`src/rtl/irq_presenter_pkg.sv`:
```
package irq_presenter_pkg;
  typedef enum logic [2:0] {
    OP_IDLE,
    OP_REQ,
    OP_CPPR,
    OP_IPI,
    OP_ACCEPT,
    OP_EOI
  } op_e;
endpackage

```
`src/rtl/irq_presenter_decode.sv`:
```
module irq_presenter_decode
  import irq_presenter_pkg::*;
(
  input  logic req_valid_i,
  input  logic cppr_wr_i,
  input  logic ipi_wr_i,
  input  logic accept_i,
  input  logic eoi_wr_i,
  output op_e  op_o
);
  // fixed precedence; callers keep strobes exclusive
  always_comb begin
    if (accept_i)         op_o = OP_ACCEPT;
    else if (eoi_wr_i)    op_o = OP_EOI;
    else if (cppr_wr_i)   op_o = OP_CPPR;
    else if (ipi_wr_i)    op_o = OP_IPI;
    else if (req_valid_i) op_o = OP_REQ;
    else                  op_o = OP_IDLE;
  end
endmodule

```
`src/rtl/irq_presenter_admit.sv`:
```
module irq_presenter_admit #(
  parameter int PRIO_W = 8
) (
  input  logic              busy_i,
  input  logic [PRIO_W-1:0] cur_prio_i,
  input  logic [PRIO_W-1:0] pend_prio_i,
  input  logic [PRIO_W-1:0] req_prio_i,
  output logic              take_o
);
  logic below_thresh, beats_pend;
  assign below_thresh = req_prio_i < cur_prio_i;
  assign beats_pend   = !busy_i || (req_prio_i < pend_prio_i);
  assign take_o       = below_thresh && beats_pend;
endmodule

```
`src/rtl/irq_presenter_ipi.sv`:
```
module irq_presenter_ipi #(
  parameter int PRIO_W = 8
) (
  input  logic              en_i,
  input  logic              busy_i,
  input  logic [PRIO_W-1:0] cur_prio_i,
  input  logic [PRIO_W-1:0] pend_prio_i,
  input  logic [PRIO_W-1:0] ipi_prio_i,
  output logic              take_o
);
  logic armed, blocked;
  assign armed   = ipi_prio_i < cur_prio_i;
  assign blocked = busy_i && (pend_prio_i <= ipi_prio_i);
  assign take_o  = en_i && armed && !blocked;
endmodule

```
`src/rtl/irq_presenter.sv`:
```
module irq_presenter
  import irq_presenter_pkg::*;
#(
  parameter int SRC_W   = 24,
  parameter int PRIO_W  = 8,
  parameter int IPI_SRC = 2
) (
  input  logic                    clk_i,
  input  logic                    rst_ni,
  input  logic                    req_valid_i,
  input  logic [SRC_W-1:0]        req_src_i,
  input  logic [PRIO_W-1:0]       req_prio_i,
  input  logic                    cppr_wr_i,
  input  logic [PRIO_W-1:0]       cppr_data_i,
  input  logic                    ipi_wr_i,
  input  logic [PRIO_W-1:0]       ipi_data_i,
  input  logic                    accept_i,
  input  logic                    eoi_wr_i,
  input  logic [SRC_W+PRIO_W-1:0] eoi_data_i,
  output logic [SRC_W+PRIO_W-1:0] xirr_o,
  output logic [PRIO_W-1:0]       ipi_prio_o,
  output logic                    irq_o,
  output logic                    reject_valid_o,
  output logic [SRC_W-1:0]        reject_src_o,
  output logic                    eoi_valid_o,
  output logic [SRC_W-1:0]        eoi_src_o,
  output logic                    resend_o
);
  localparam int WORD_W = SRC_W + PRIO_W;
  localparam logic [PRIO_W-1:0] PRIO_NONE = '1;
  localparam logic [SRC_W-1:0]  SRC_IPI   = SRC_W'(IPI_SRC);

  logic [PRIO_W-1:0] cppr_q, pend_q, mfrr_q;
  logic [SRC_W-1:0]  src_q;
  logic              owned_q, irq_q;
  logic              rej_v_q, eoi_v_q, resend_q;
  logic [SRC_W-1:0]  rej_src_q, eoi_src_q;

  logic [PRIO_W-1:0] cppr_d, pend_d, mfrr_d;
  logic [SRC_W-1:0]  src_d;
  logic              owned_d, irq_d;
  logic              rej_v_d, eoi_v_d, resend_d;
  logic [SRC_W-1:0]  rej_src_d, eoi_src_d;

  op_e               op;
  logic              busy, req_take, ipi_take, chk_en, resend_go;
  logic [PRIO_W-1:0] chk_ipi, chk_cur, eoi_prio;

  assign busy     = src_q != '0;
  assign eoi_prio = eoi_data_i[WORD_W-1:SRC_W];

  irq_presenter_decode i_decode (
    .req_valid_i (req_valid_i),
    .cppr_wr_i   (cppr_wr_i),
    .ipi_wr_i    (ipi_wr_i),
    .accept_i    (accept_i),
    .eoi_wr_i    (eoi_wr_i),
    .op_o        (op)
  );

  irq_presenter_admit #(.PRIO_W(PRIO_W)) i_admit (
    .busy_i      (busy),
    .cur_prio_i  (cppr_q),
    .pend_prio_i (pend_q),
    .req_prio_i  (req_prio_i),
    .take_o      (req_take)
  );

  // resend only fires while idle, so the check is shared with the IPI write
  assign resend_go = ((op == OP_CPPR) && (cppr_data_i >= cppr_q) && !busy) ||
                     ((op == OP_EOI) && !busy);
  assign chk_en    = (op == OP_IPI) || resend_go;
  assign chk_ipi   = (op == OP_IPI) ? ipi_data_i : mfrr_q;
  always_comb begin
    unique case (op)
      OP_CPPR: chk_cur = cppr_data_i;
      OP_EOI:  chk_cur = eoi_prio;
      default: chk_cur = cppr_q;
    endcase
  end

  irq_presenter_ipi #(.PRIO_W(PRIO_W)) i_ipi (
    .en_i        (chk_en),
    .busy_i      (busy),
    .cur_prio_i  (chk_cur),
    .pend_prio_i (pend_q),
    .ipi_prio_i  (chk_ipi),
    .take_o      (ipi_take)
  );

  always_comb begin
    cppr_d    = cppr_q;
    pend_d    = pend_q;
    mfrr_d    = mfrr_q;
    src_d     = src_q;
    owned_d   = owned_q;
    irq_d     = irq_q;
    rej_v_d   = 1'b0;
    rej_src_d = '0;
    eoi_v_d   = 1'b0;
    eoi_src_d = '0;
    resend_d  = resend_go;
    unique case (op)
      OP_REQ: begin
        if (req_take) begin
          if (busy && owned_q) begin
            rej_v_d   = 1'b1;
            rej_src_d = src_q;
          end
          src_d   = req_src_i;
          pend_d  = req_prio_i;
          owned_d = 1'b1;
          irq_d   = 1'b1;
        end else begin
          rej_v_d   = 1'b1;
          rej_src_d = req_src_i;
        end
      end
      OP_CPPR: begin
        cppr_d = cppr_data_i;
        if (cppr_data_i < cppr_q && busy && cppr_data_i <= pend_q) begin
          if (owned_q) begin
            rej_v_d   = 1'b1;
            rej_src_d = src_q;
          end
          src_d   = '0;
          pend_d  = PRIO_NONE;
          owned_d = 1'b0;
          irq_d   = 1'b0;
        end
      end
      OP_IPI: mfrr_d = ipi_data_i;
      OP_ACCEPT: begin
        cppr_d  = pend_q;
        src_d   = '0;
        pend_d  = PRIO_NONE;
        owned_d = 1'b0;
        irq_d   = 1'b0;
      end
      OP_EOI: begin
        cppr_d    = eoi_prio;
        eoi_v_d   = 1'b1;
        eoi_src_d = eoi_data_i[SRC_W-1:0];
      end
      default: ;
    endcase
    if (ipi_take) begin
      if (busy && owned_q) begin
        rej_v_d   = 1'b1;
        rej_src_d = src_q;
      end
      src_d   = SRC_IPI;
      pend_d  = chk_ipi;
      owned_d = 1'b0;
      irq_d   = 1'b1;
    end
  end

  always_ff @(posedge clk_i or negedge rst_ni) begin
    if (!rst_ni) begin
      cppr_q    <= '0;
      pend_q    <= PRIO_NONE;
      mfrr_q    <= PRIO_NONE;
      src_q     <= '0;
      owned_q   <= 1'b0;
      irq_q     <= 1'b0;
      rej_v_q   <= 1'b0;
      rej_src_q <= '0;
      eoi_v_q   <= 1'b0;
      eoi_src_q <= '0;
      resend_q  <= 1'b0;
    end else begin
      cppr_q    <= cppr_d;
      pend_q    <= pend_d;
      mfrr_q    <= mfrr_d;
      src_q     <= src_d;
      owned_q   <= owned_d;
      irq_q     <= irq_d;
      rej_v_q   <= rej_v_d;
      rej_src_q <= rej_src_d;
      eoi_v_q   <= eoi_v_d;
      eoi_src_q <= eoi_src_d;
      resend_q  <= resend_d;
    end
  end

  assign xirr_o         = {cppr_q, src_q};
  assign ipi_prio_o     = mfrr_q;
  assign irq_o          = irq_q;
  assign reject_valid_o = rej_v_q;
  assign reject_src_o   = rej_src_q;
  assign eoi_valid_o    = eoi_v_q;
  assign eoi_src_o      = eoi_src_q;
  assign resend_o       = resend_q;

  assert_one_op_R10: assert property (@(posedge clk_i) disable iff (!rst_ni)
    $countones({req_valid_i, cppr_wr_i, ipi_wr_i, accept_i, eoi_wr_i}) <= 1);

  assert_req_src_nonzero_R10: assert property (@(posedge clk_i) disable iff (!rst_ni)
    req_valid_i |-> req_src_i != '0);

  assert_reject_has_cause_R11: assert property (@(posedge clk_i) disable iff (!rst_ni)
    reject_valid_o |-> $past(req_valid_i || cppr_wr_i || ipi_wr_i));

  assert_resend_has_cause_R7: assert property (@(posedge clk_i) disable iff (!rst_ni)
    resend_o |-> $past(cppr_wr_i || eoi_wr_i));

  assert_accept_clears_R2: assert property (@(posedge clk_i) disable iff (!rst_ni)
    accept_i |=> !irq_o && xirr_o[SRC_W-1:0] == '0);

  assert_irq_tracks_src_R4: assert property (@(posedge clk_i) disable iff (!rst_ni)
    irq_o == (xirr_o[SRC_W-1:0] != '0));

  assert_low_prio_rejected_R3: assert property (@(posedge clk_i) disable iff (!rst_ni)
    req_valid_i && req_prio_i >= xirr_o[WORD_W-1:SRC_W]
    |=> reject_valid_o && reject_src_o == $past(req_src_i) && $stable(xirr_o));

  assert_ipi_taken_R5: assert property (@(posedge clk_i) disable iff (!rst_ni)
    ipi_wr_i && ipi_data_i < xirr_o[WORD_W-1:SRC_W] && xirr_o[SRC_W-1:0] == '0
    |=> xirr_o[SRC_W-1:0] == SRC_IPI && irq_o);

  assert_eoi_forward_R8: assert property (@(posedge clk_i) disable iff (!rst_ni)
    eoi_wr_i |=> eoi_valid_o && eoi_src_o == $past(eoi_data_i[SRC_W-1:0]) &&
                 xirr_o[WORD_W-1:SRC_W] == $past(eoi_data_i[WORD_W-1:SRC_W]));
endmodule

```
`config.mk`:
```
export PLATFORM = sky130hd
export DESIGN_NAME = irq_presenter
export DESIGN_NICKNAME = d
export VERILOG_FILES = /design/src/rtl/irq_presenter_pkg.sv /design/src/rtl/irq_presenter_decode.sv /design/src/rtl/irq_presenter_admit.sv /design/src/rtl/irq_presenter_ipi.sv /design/src/rtl/irq_presenter.sv
export SDC_FILE = /design/constraint.sdc
export NUM_CORES = 1
export LEC_CHECK = 0
export BUFFER_PORTS_ARGS = -buffer_cell sky130_fd_sc_hd__buf_2
export CAP_MARGIN = 20
export CORE_MARGIN = 4
export CORE_UTILIZATION = 50
export DETAILED_ROUTE_END_ITERATION = 8
export PLACE_DENSITY = 0.8
export SLEW_MARGIN = 40
export SYNTH_ARGS = -nofsm -noshare
export SYNTH_HDL_FRONTEND = slang
export SYNTH_SLANG_ARGS = --single-unit
export TNS_END_PERCENT = 20
```
`constraint.sdc`:
```
create_clock -name clk_i -period 7.49 [get_ports clk_i]
set_input_delay 1.498 -clock clk_i [delete_from_list [all_inputs] [get_ports clk_i]]
set_output_delay 1.498 -clock clk_i [all_outputs]
set_load 0.02 [all_outputs]
```
==> impl_metrics.json, run 1 <==
{
  "final_hold_viol_count": 0,
  "wl_met3_mm": 1.197,
  "dp.cells": 734,
  "yosysWarnings": 0,
  "wl_mm": 13.84,
  "max_stage_delay_ns": 0.67,
  "clk_pin_slew_ns": 0.10,
  "die_w_um": 108.4,
  "numPortBuffers": 178,
  "grt_setup_unrepaired": "false",
  "hpwl_mm": 10.68,
  "synth_top_flop_cell": "dfrtp_1",
  "crit_path_end_kind": "register",
  "period_share_pct": 63.60,
  "fin_area_um2": 6210,
  "final_util_pct": 63.53,
  "fin_hold_ws_ns": 0.5411,
  "grt_pass1_vias": 4347,
  "pwr-share-seq_pct": 46.4,
  "maxClockFrequency_mhz": 209.9,
  "worst-slew-pin-transition_ns": 0.7765,
  "synth_nets": 573,
  "synthArstFlopShare_pct": 100.0,
  "dieArea_um2": 11750,
  "clk_latency_ns": 0.37,
  "ys_seq_area_share_pct": 50.53,
  "power.density_nw_per_um2": 228.9,
  "cts_tree": "done",
  "arrival_ns": 5.07,
  "ys_types": 48,
  "path_max_fanout": 18,
  "die_y_um": 108.4,
  "postPlaceCellArea_um2": 6050,
  "highest_layer": "met4",
  "wl_met2_mm": 6.766,
  "tns_ns": 0,
  "path_class": "in -> reg",
  "post-route-min-period_ns": 4.764,
  "drc": 0,
  "finalSetupViolCount": 0,
  "cts_hold_buf": 0,
  "worst_slack_ns": 2.726,
  "avgRoutedWirePerCell_um": 18.45,
  "pin_count": 179,
  "post-cts-setup-buffer-count": 0,
  "maxSlewHeadroom_pct": 48.23,
  "gp_congestion": 0.8462,
  "synth_seq_cells": 101,
  "critical-path-slowest-cell": "o31a_1",
  "finalNonFillerCells": 750,
  "fp-row-count": 36,
  "synth.top_cells.by_area": "dfrtp_1 42%, ha_1 11%, dfstp_2 8.3%",
  "viasPerCell": 5.765,
  "synth_area_leader_cell": "dfrtp_1",
  "area_growth_pct": 23.18,
  "via_count": 4324,
  "timing.max_cap.violations": 0,
  "p_comb_share_pct": 32.4,
  "switching_share_pct": 35.77,
  "postRouteAntennaNets": 0,
  "cts.repair.resized": 0,
  "grt_pass1_wl_mm": 21.59,
  "synth_area_um2": 5041,
  "nNetsFinal": 744,
  "yosysTopAreaCellShare_pct": 42.19,
  "num_antenna_cells": 0,
  "grt_antenna_before_repair": 0,
  "grt_max_degree": 54,
  "post-place-ws_ns": 2.377,
  "critPathRequiredTime_ns": 7.80,
  "cp-start-kind": "input pin",
  "grt_util_all_layers_pct": 23.58,
  "core_um2": 9774,
  "clkPwrFrac_pct": 21.2,
  "p_int_mw": 0.9131,
  "timing.final.max_slew_violations": 0,
  "avgSynthCellArea_um2": 11.43,
  "synth_edf_count": 0,
  "overflow": 0,
  "cts_root_buf": "clkbuf_8",
  "hp-class": "reg -> reg",
  "htree_num_levels": 3,
  "cts_buffers": 9,
  "drtIter0Drc": 344,
  "outcome": "completed",
  "dr.pass1.iters": 5,
  "clock_skew_ns": 0.01264,
  "path_cells": "buf_2 -> nor4b_2 -> buf_4 -> mux2i_1 -> inv_1 -> ha_1 -> a21oi_1 -> nand2_1 -> a2111oi_0 -> o211ai_2 -> nor3_2 -> o31a_1 -> a22o_1",
  "clock_sinks": 101,
  "p_leak_nw": 3.380,
  "routedLengthMet1_mm": 5.702,
  "layout-drive-gt1-share_pct": 36.14,
  "power_mw": 1.422,
  "power_switching_mw": 0.5086,
  "syn_inst": 441,
  "initial_utilization_pct": 51.57,
  "cts_buffer_depth": 2,
  "peakVddDrop_mv": 0.08852
}
## Yosys cell counts, types with 3 or more instances
cell and number:
nor2b_1 6, nand3_1 3, nand4_1 7, o31a_1 9, a221o_1 7, nor2_1 12
dfrtp_1 85, nand2_1 15, clkbuf_1 15, o21a_1 6, dfstp_2 16, nor4_1 7
nor3b_1 3, and2_1 26, nor3_1 4, ha_1 45, a21o_1 6, inv_1 27
a32oi_1 4, a22o_1 48, o21ai_0 15, buf_2 4, a21oi_1 23, a2bb2oi_1 8
a31oi_1 3, mux2i_1 8
## cell type report
class	count	area, µm²
inverter	27	101.3
tap	133	166.4
clock inverter	5	28.78
fill	829	3565
multi-input combinational	289	2296
clock buffer	11	131.4
timing repair buffer	184	938.4
sequential	101	2547
## routing by layer
layer | up-vias | GRT usage, %
met5 | - | 0
met4 | 0 | 7.845
met3 | 12 | 5.075
met2 | 201 | 38.88
met1 | 2120 | 30.96
li1 | 1991 | -
## power groups by stage
stage / Sequential [mW] / Combinational, mW / Clock [mW]
floorplan: 0.698 / 0.256 / 0
global placement: 0.668 / 0.438 / 0
detailed placement: 0.669 / 0.459 / 0
CTS: 0.659 / 0.460 / 0.308
global route: 0.668 / 0.516 / 0.330
finish: 0.660 / 0.460 / 0.302
## logic make-up after synthesis
group / after synthesis / share of synthesized area [%]
simple gates: 92 / 10.50
mux: 8 / 1.589
fa+ha+maj: 45 / 11.17
buf+inv: 51 / 4.269
compound gates: 144 / 21.94
flops: 101 / 50.53
## worst max-delay path: cells and delay by family
family	cells	cell delay, ns
buffers and inverters	3	0.59
AND/OR/NAND/NOR	3	0.48
adder cells (fa/ha/maj)	1	0.35
multiplexers	1	0.37
AO/OA/AOI/OAI	5	1.76
## sequential cells by signal, indices dropped and copies added, names as in the netlist
signal and cells:
src_q 24, eoi_valid_o 1, eoi_src_o 24, irq_o 1, cppr_q 8, resend_o 1
pend_q 8, ipi_prio_o 8, reject_valid_o 1, owned_q 1, reject_src_o 24
## cell usage in the layout, fill, tap and decap left out, types with 4 or more instances in the layout
cell	netlist	routed
a221o_1	7	7
nor2b_1	6	5
inv_1	27	27
nand2_1	15	15
o31a_1	9	9
a32oi_1	4	4
a21o_1	6	6
nor3_1	4	4
buf_2	4	177
nor4_1	7	7
and2_1	26	25
buf_4	1	7
dfrtp_1	85	85
o21a_1	6	6
a21oi_1	23	22
o21ai_0	15	15
nor2_1	12	11
dfstp_2	16	16
clkbuf_8	0	9
a2bb2oi_1	8	8
nand4_1	7	7
clkinv_2	0	4
a22o_1	48	48
mux2i_1	8	8
ha_1	45	45
## final timing paths
| check | depth (start not counted) | start | endpoint | slack (ns) |
|---|---|---|---|---|
| hold reg to reg | 2 | irq_o | irq_o | 0.54 |
| min in group asynchronous | 1 | rst_ni | reject_src_o[12] | 1.14 |
| setup / recovery | 13 | accept_i | reject_src_o[16] | 2.73 |
| max in group asynchronous | 2 | rst_ni | src_q[6] | 5.28 |
| setup reg to reg | 10 | ipi_prio_o[3] | reject_src_o[16] | 4.26 |
| hold / removal | 2 | irq_o | irq_o | 0.54 |
No activity file was read; power rests on OpenSTA's default activity.
==> run 2: changes to the inputs <==
--- a/config.mk
+++ b/config.mk
@@ -8,9 +8,9 @@
 export BUFFER_PORTS_ARGS = -buffer_cell sky130_fd_sc_hd__buf_2
 export CAP_MARGIN = 20
 export CORE_MARGIN = 4
-export CORE_UTILIZATION = 50
+export CORE_UTILIZATION = 45
 export DETAILED_ROUTE_END_ITERATION = 8
-export PLACE_DENSITY = 0.8
+export PLACE_DENSITY = 0.76
 export SLEW_MARGIN = 40
 export SYNTH_ARGS = -nofsm -noshare
 export SYNTH_HDL_FRONTEND = slang
==> constraint.sdc (replaced) <==
create_clock -name clk_i -period 4.25 [get_ports clk_i]
set_input_delay 0.85 -clock clk_i [delete_from_list [all_inputs] [get_ports clk_i]]
set_output_delay 0.85 -clock clk_i [all_outputs]
set_load 0.02 [all_outputs]
==> impl_metrics.json, run 2 (synthesis results as in run 1) <==
{
  "outcome": "completed",
  "hp-class": "in -> async",
  "avgRoutedWirePerCell_um": 18.14,
  "finalSetupViolCount": 0,
  "cts_tree": "done",
  "dieArea_um2": 12960,
  "highest_layer": "met4",
  "fp-row-count": 38,
  "core_um2": 10890,
  "layout-drive-gt1-share_pct": 37.28,
  "tns_ns": 0,
  "final_common_cell": "buf_2",
  "crit_start": "cppr_wr_i",
  "period_share_pct": 92.87,
  "clock_skew_ns": 0.01022,
  "post-cts-setup-buffer-count": 0,
  "timing.max_cap.violations": 0,
  "wl_met2_mm": 6.888,
  "initial_utilization_pct": 46.30,
  "drc": 0,
  "wl_met3_um": 997,
  "numPortBuffers": 178,
  "worst-slew-pin-transition_ns": 0.6563,
  "nNetsFinal": 752,
  "cp-start-kind": "input pin",
  "area_growth_pct": 25.07,
  "fin_hold_ws_ns": 0.4564,
  "drtIter0Drc": 256,
  "grt_antenna_before_repair": 0,
  "cts_root_buf": "clkbuf_8",
  "cts_buffers": 9,
  "power.density_nw_per_um2": 405.7,
  "power_mw": 2.558,
  "grt_max_degree": 72,
  "crit_path_end_kind": "register",
  "die_y_um": 113.8,
  "p_leak_nw": 3.414,
  "critPathRequiredTime_ns": 4.55,
  "arrival_ns": 4.25,
  "die_w_um": 113.8,
  "clk_latency_ns": 0.37,
  "grt_util_all_layers_pct": 21.29,
  "grt_pass1_vias": 4327,
  "endpoint": "reject_src_o[8]",
  "post-route-min-period_ns": 3.947,
  "rrSetupSlack_ns": 1.21,
  "postRouteAntennaNets": 0,
  "r2r_start": "ipi_prio_o[3]",
  "overflow": 0,
  "peakVddDrop_mv": 0.1562,
  "cts.repair.resized": 0,
  "maxSlewHeadroom_pct": 56.15,
  "cts_hold_buf": 0,
  "wl_mm": 13.88,
  "htree_num_levels": 3,
  "final_hold_viol_count": 0,
  "clock_sinks": 101,
  "clk_pin_slew_ns": 0.10,
  "pin_count": 179,
  "rr_endpoint": "reject_src_o[8]",
  "via_count": 4307,
  "dr.pass1.iters": 5,
  "cts_buffer_depth": 2,
  "path_max_fanout": 18,
  "path_class": "in -> reg",
  "grt_pass1_wl_mm": 21.93,
  "reg2reg_depth": 11,
  "grt_setup_unrepaired": "false",
  "final_util_pct": 57.91,
  "num_antenna_cells": 0,
  "final_cell_mix": "177 x buf_2, 85 x dfrtp_1, 48 x a22o_1",
  "timing.final.max_slew_violations": 0,
  "viasPerCell": 5.630,
  "routedLengthMet1_mm": 5.772,
  "hpwl_mm": 10.87,
  "maxClockFrequency_mhz": 253.4,
  "gp_congestion": 0.8714
}
[run 2: critical path: stages]
cell and delay, ns:
buf_2 0.13, nor4b_2 0.30, buf_4 0.26, mux2i_1 0.34, inv_1 0.13, ha_1 0.35
a21oi_1 0.15, nand2_1 0.07, a2111oi_0 0.49, o211ai_2 0.17, nor3_2 0.37, o31a_1 0.20
buf_4 0.23, a22o_1 0.19
[run 2: layout make-up]
cell class / instances / area (µm²)
fillers: 923 / 4583
repair buffers: 192 / 1002
clock buffers: 9 / 123.9
clock inverters: 7 / 58.81
inverters: 27 / 101.3
flip-flops and latches: 101 / 2547
well taps: 140 / 175.2
multi-input cells: 289 / 2296
[run 2: per-layer routing]
layer / track usage [%] / vias to the layer above
li1: - / 2006
met1: 27.85 / 2102
met2: 36.36 / 184
met3: 3.714 / 15
met4: 6.255 / 0
met5: 0 / -
[run 2: per-stage QoR]
step	cells	cell area, µm²	worst slack [ns]
2_1_floorplan	441	5041	0.4323
3_3_place_gp	749	6110	0.1329
3_5_place_dp	749	6122	-0.05079
4_1_cts	765	6305	0.3689
5_1_grt	765	6305	0.04912
6_report	765	6305	0.3030
[run 2: how the worst min path moves through the flow]
stage                          from         endpoint  slack, ns  cells after the start
after floorplan             owned_q  reject_src_o[5]       0.50                      2
after global placement    src_q[15]        src_q[15]       0.53                      1
after detailed placement      irq_o            irq_o       0.54                      2
after CTS                    rst_ni     eoi_src_o[8]       0.48                      1
after global routing         rst_ni     eoi_src_o[8]       0.50                      1
final                        rst_ni     eoi_src_o[8]       0.46                      1
[run 2: power by group]
group          internal, mW  switching [mW]  total [mW]
Sequential             1.08          0.0843        1.16
Clock                 0.220           0.357       0.577
Combinational         0.334           0.487       0.820
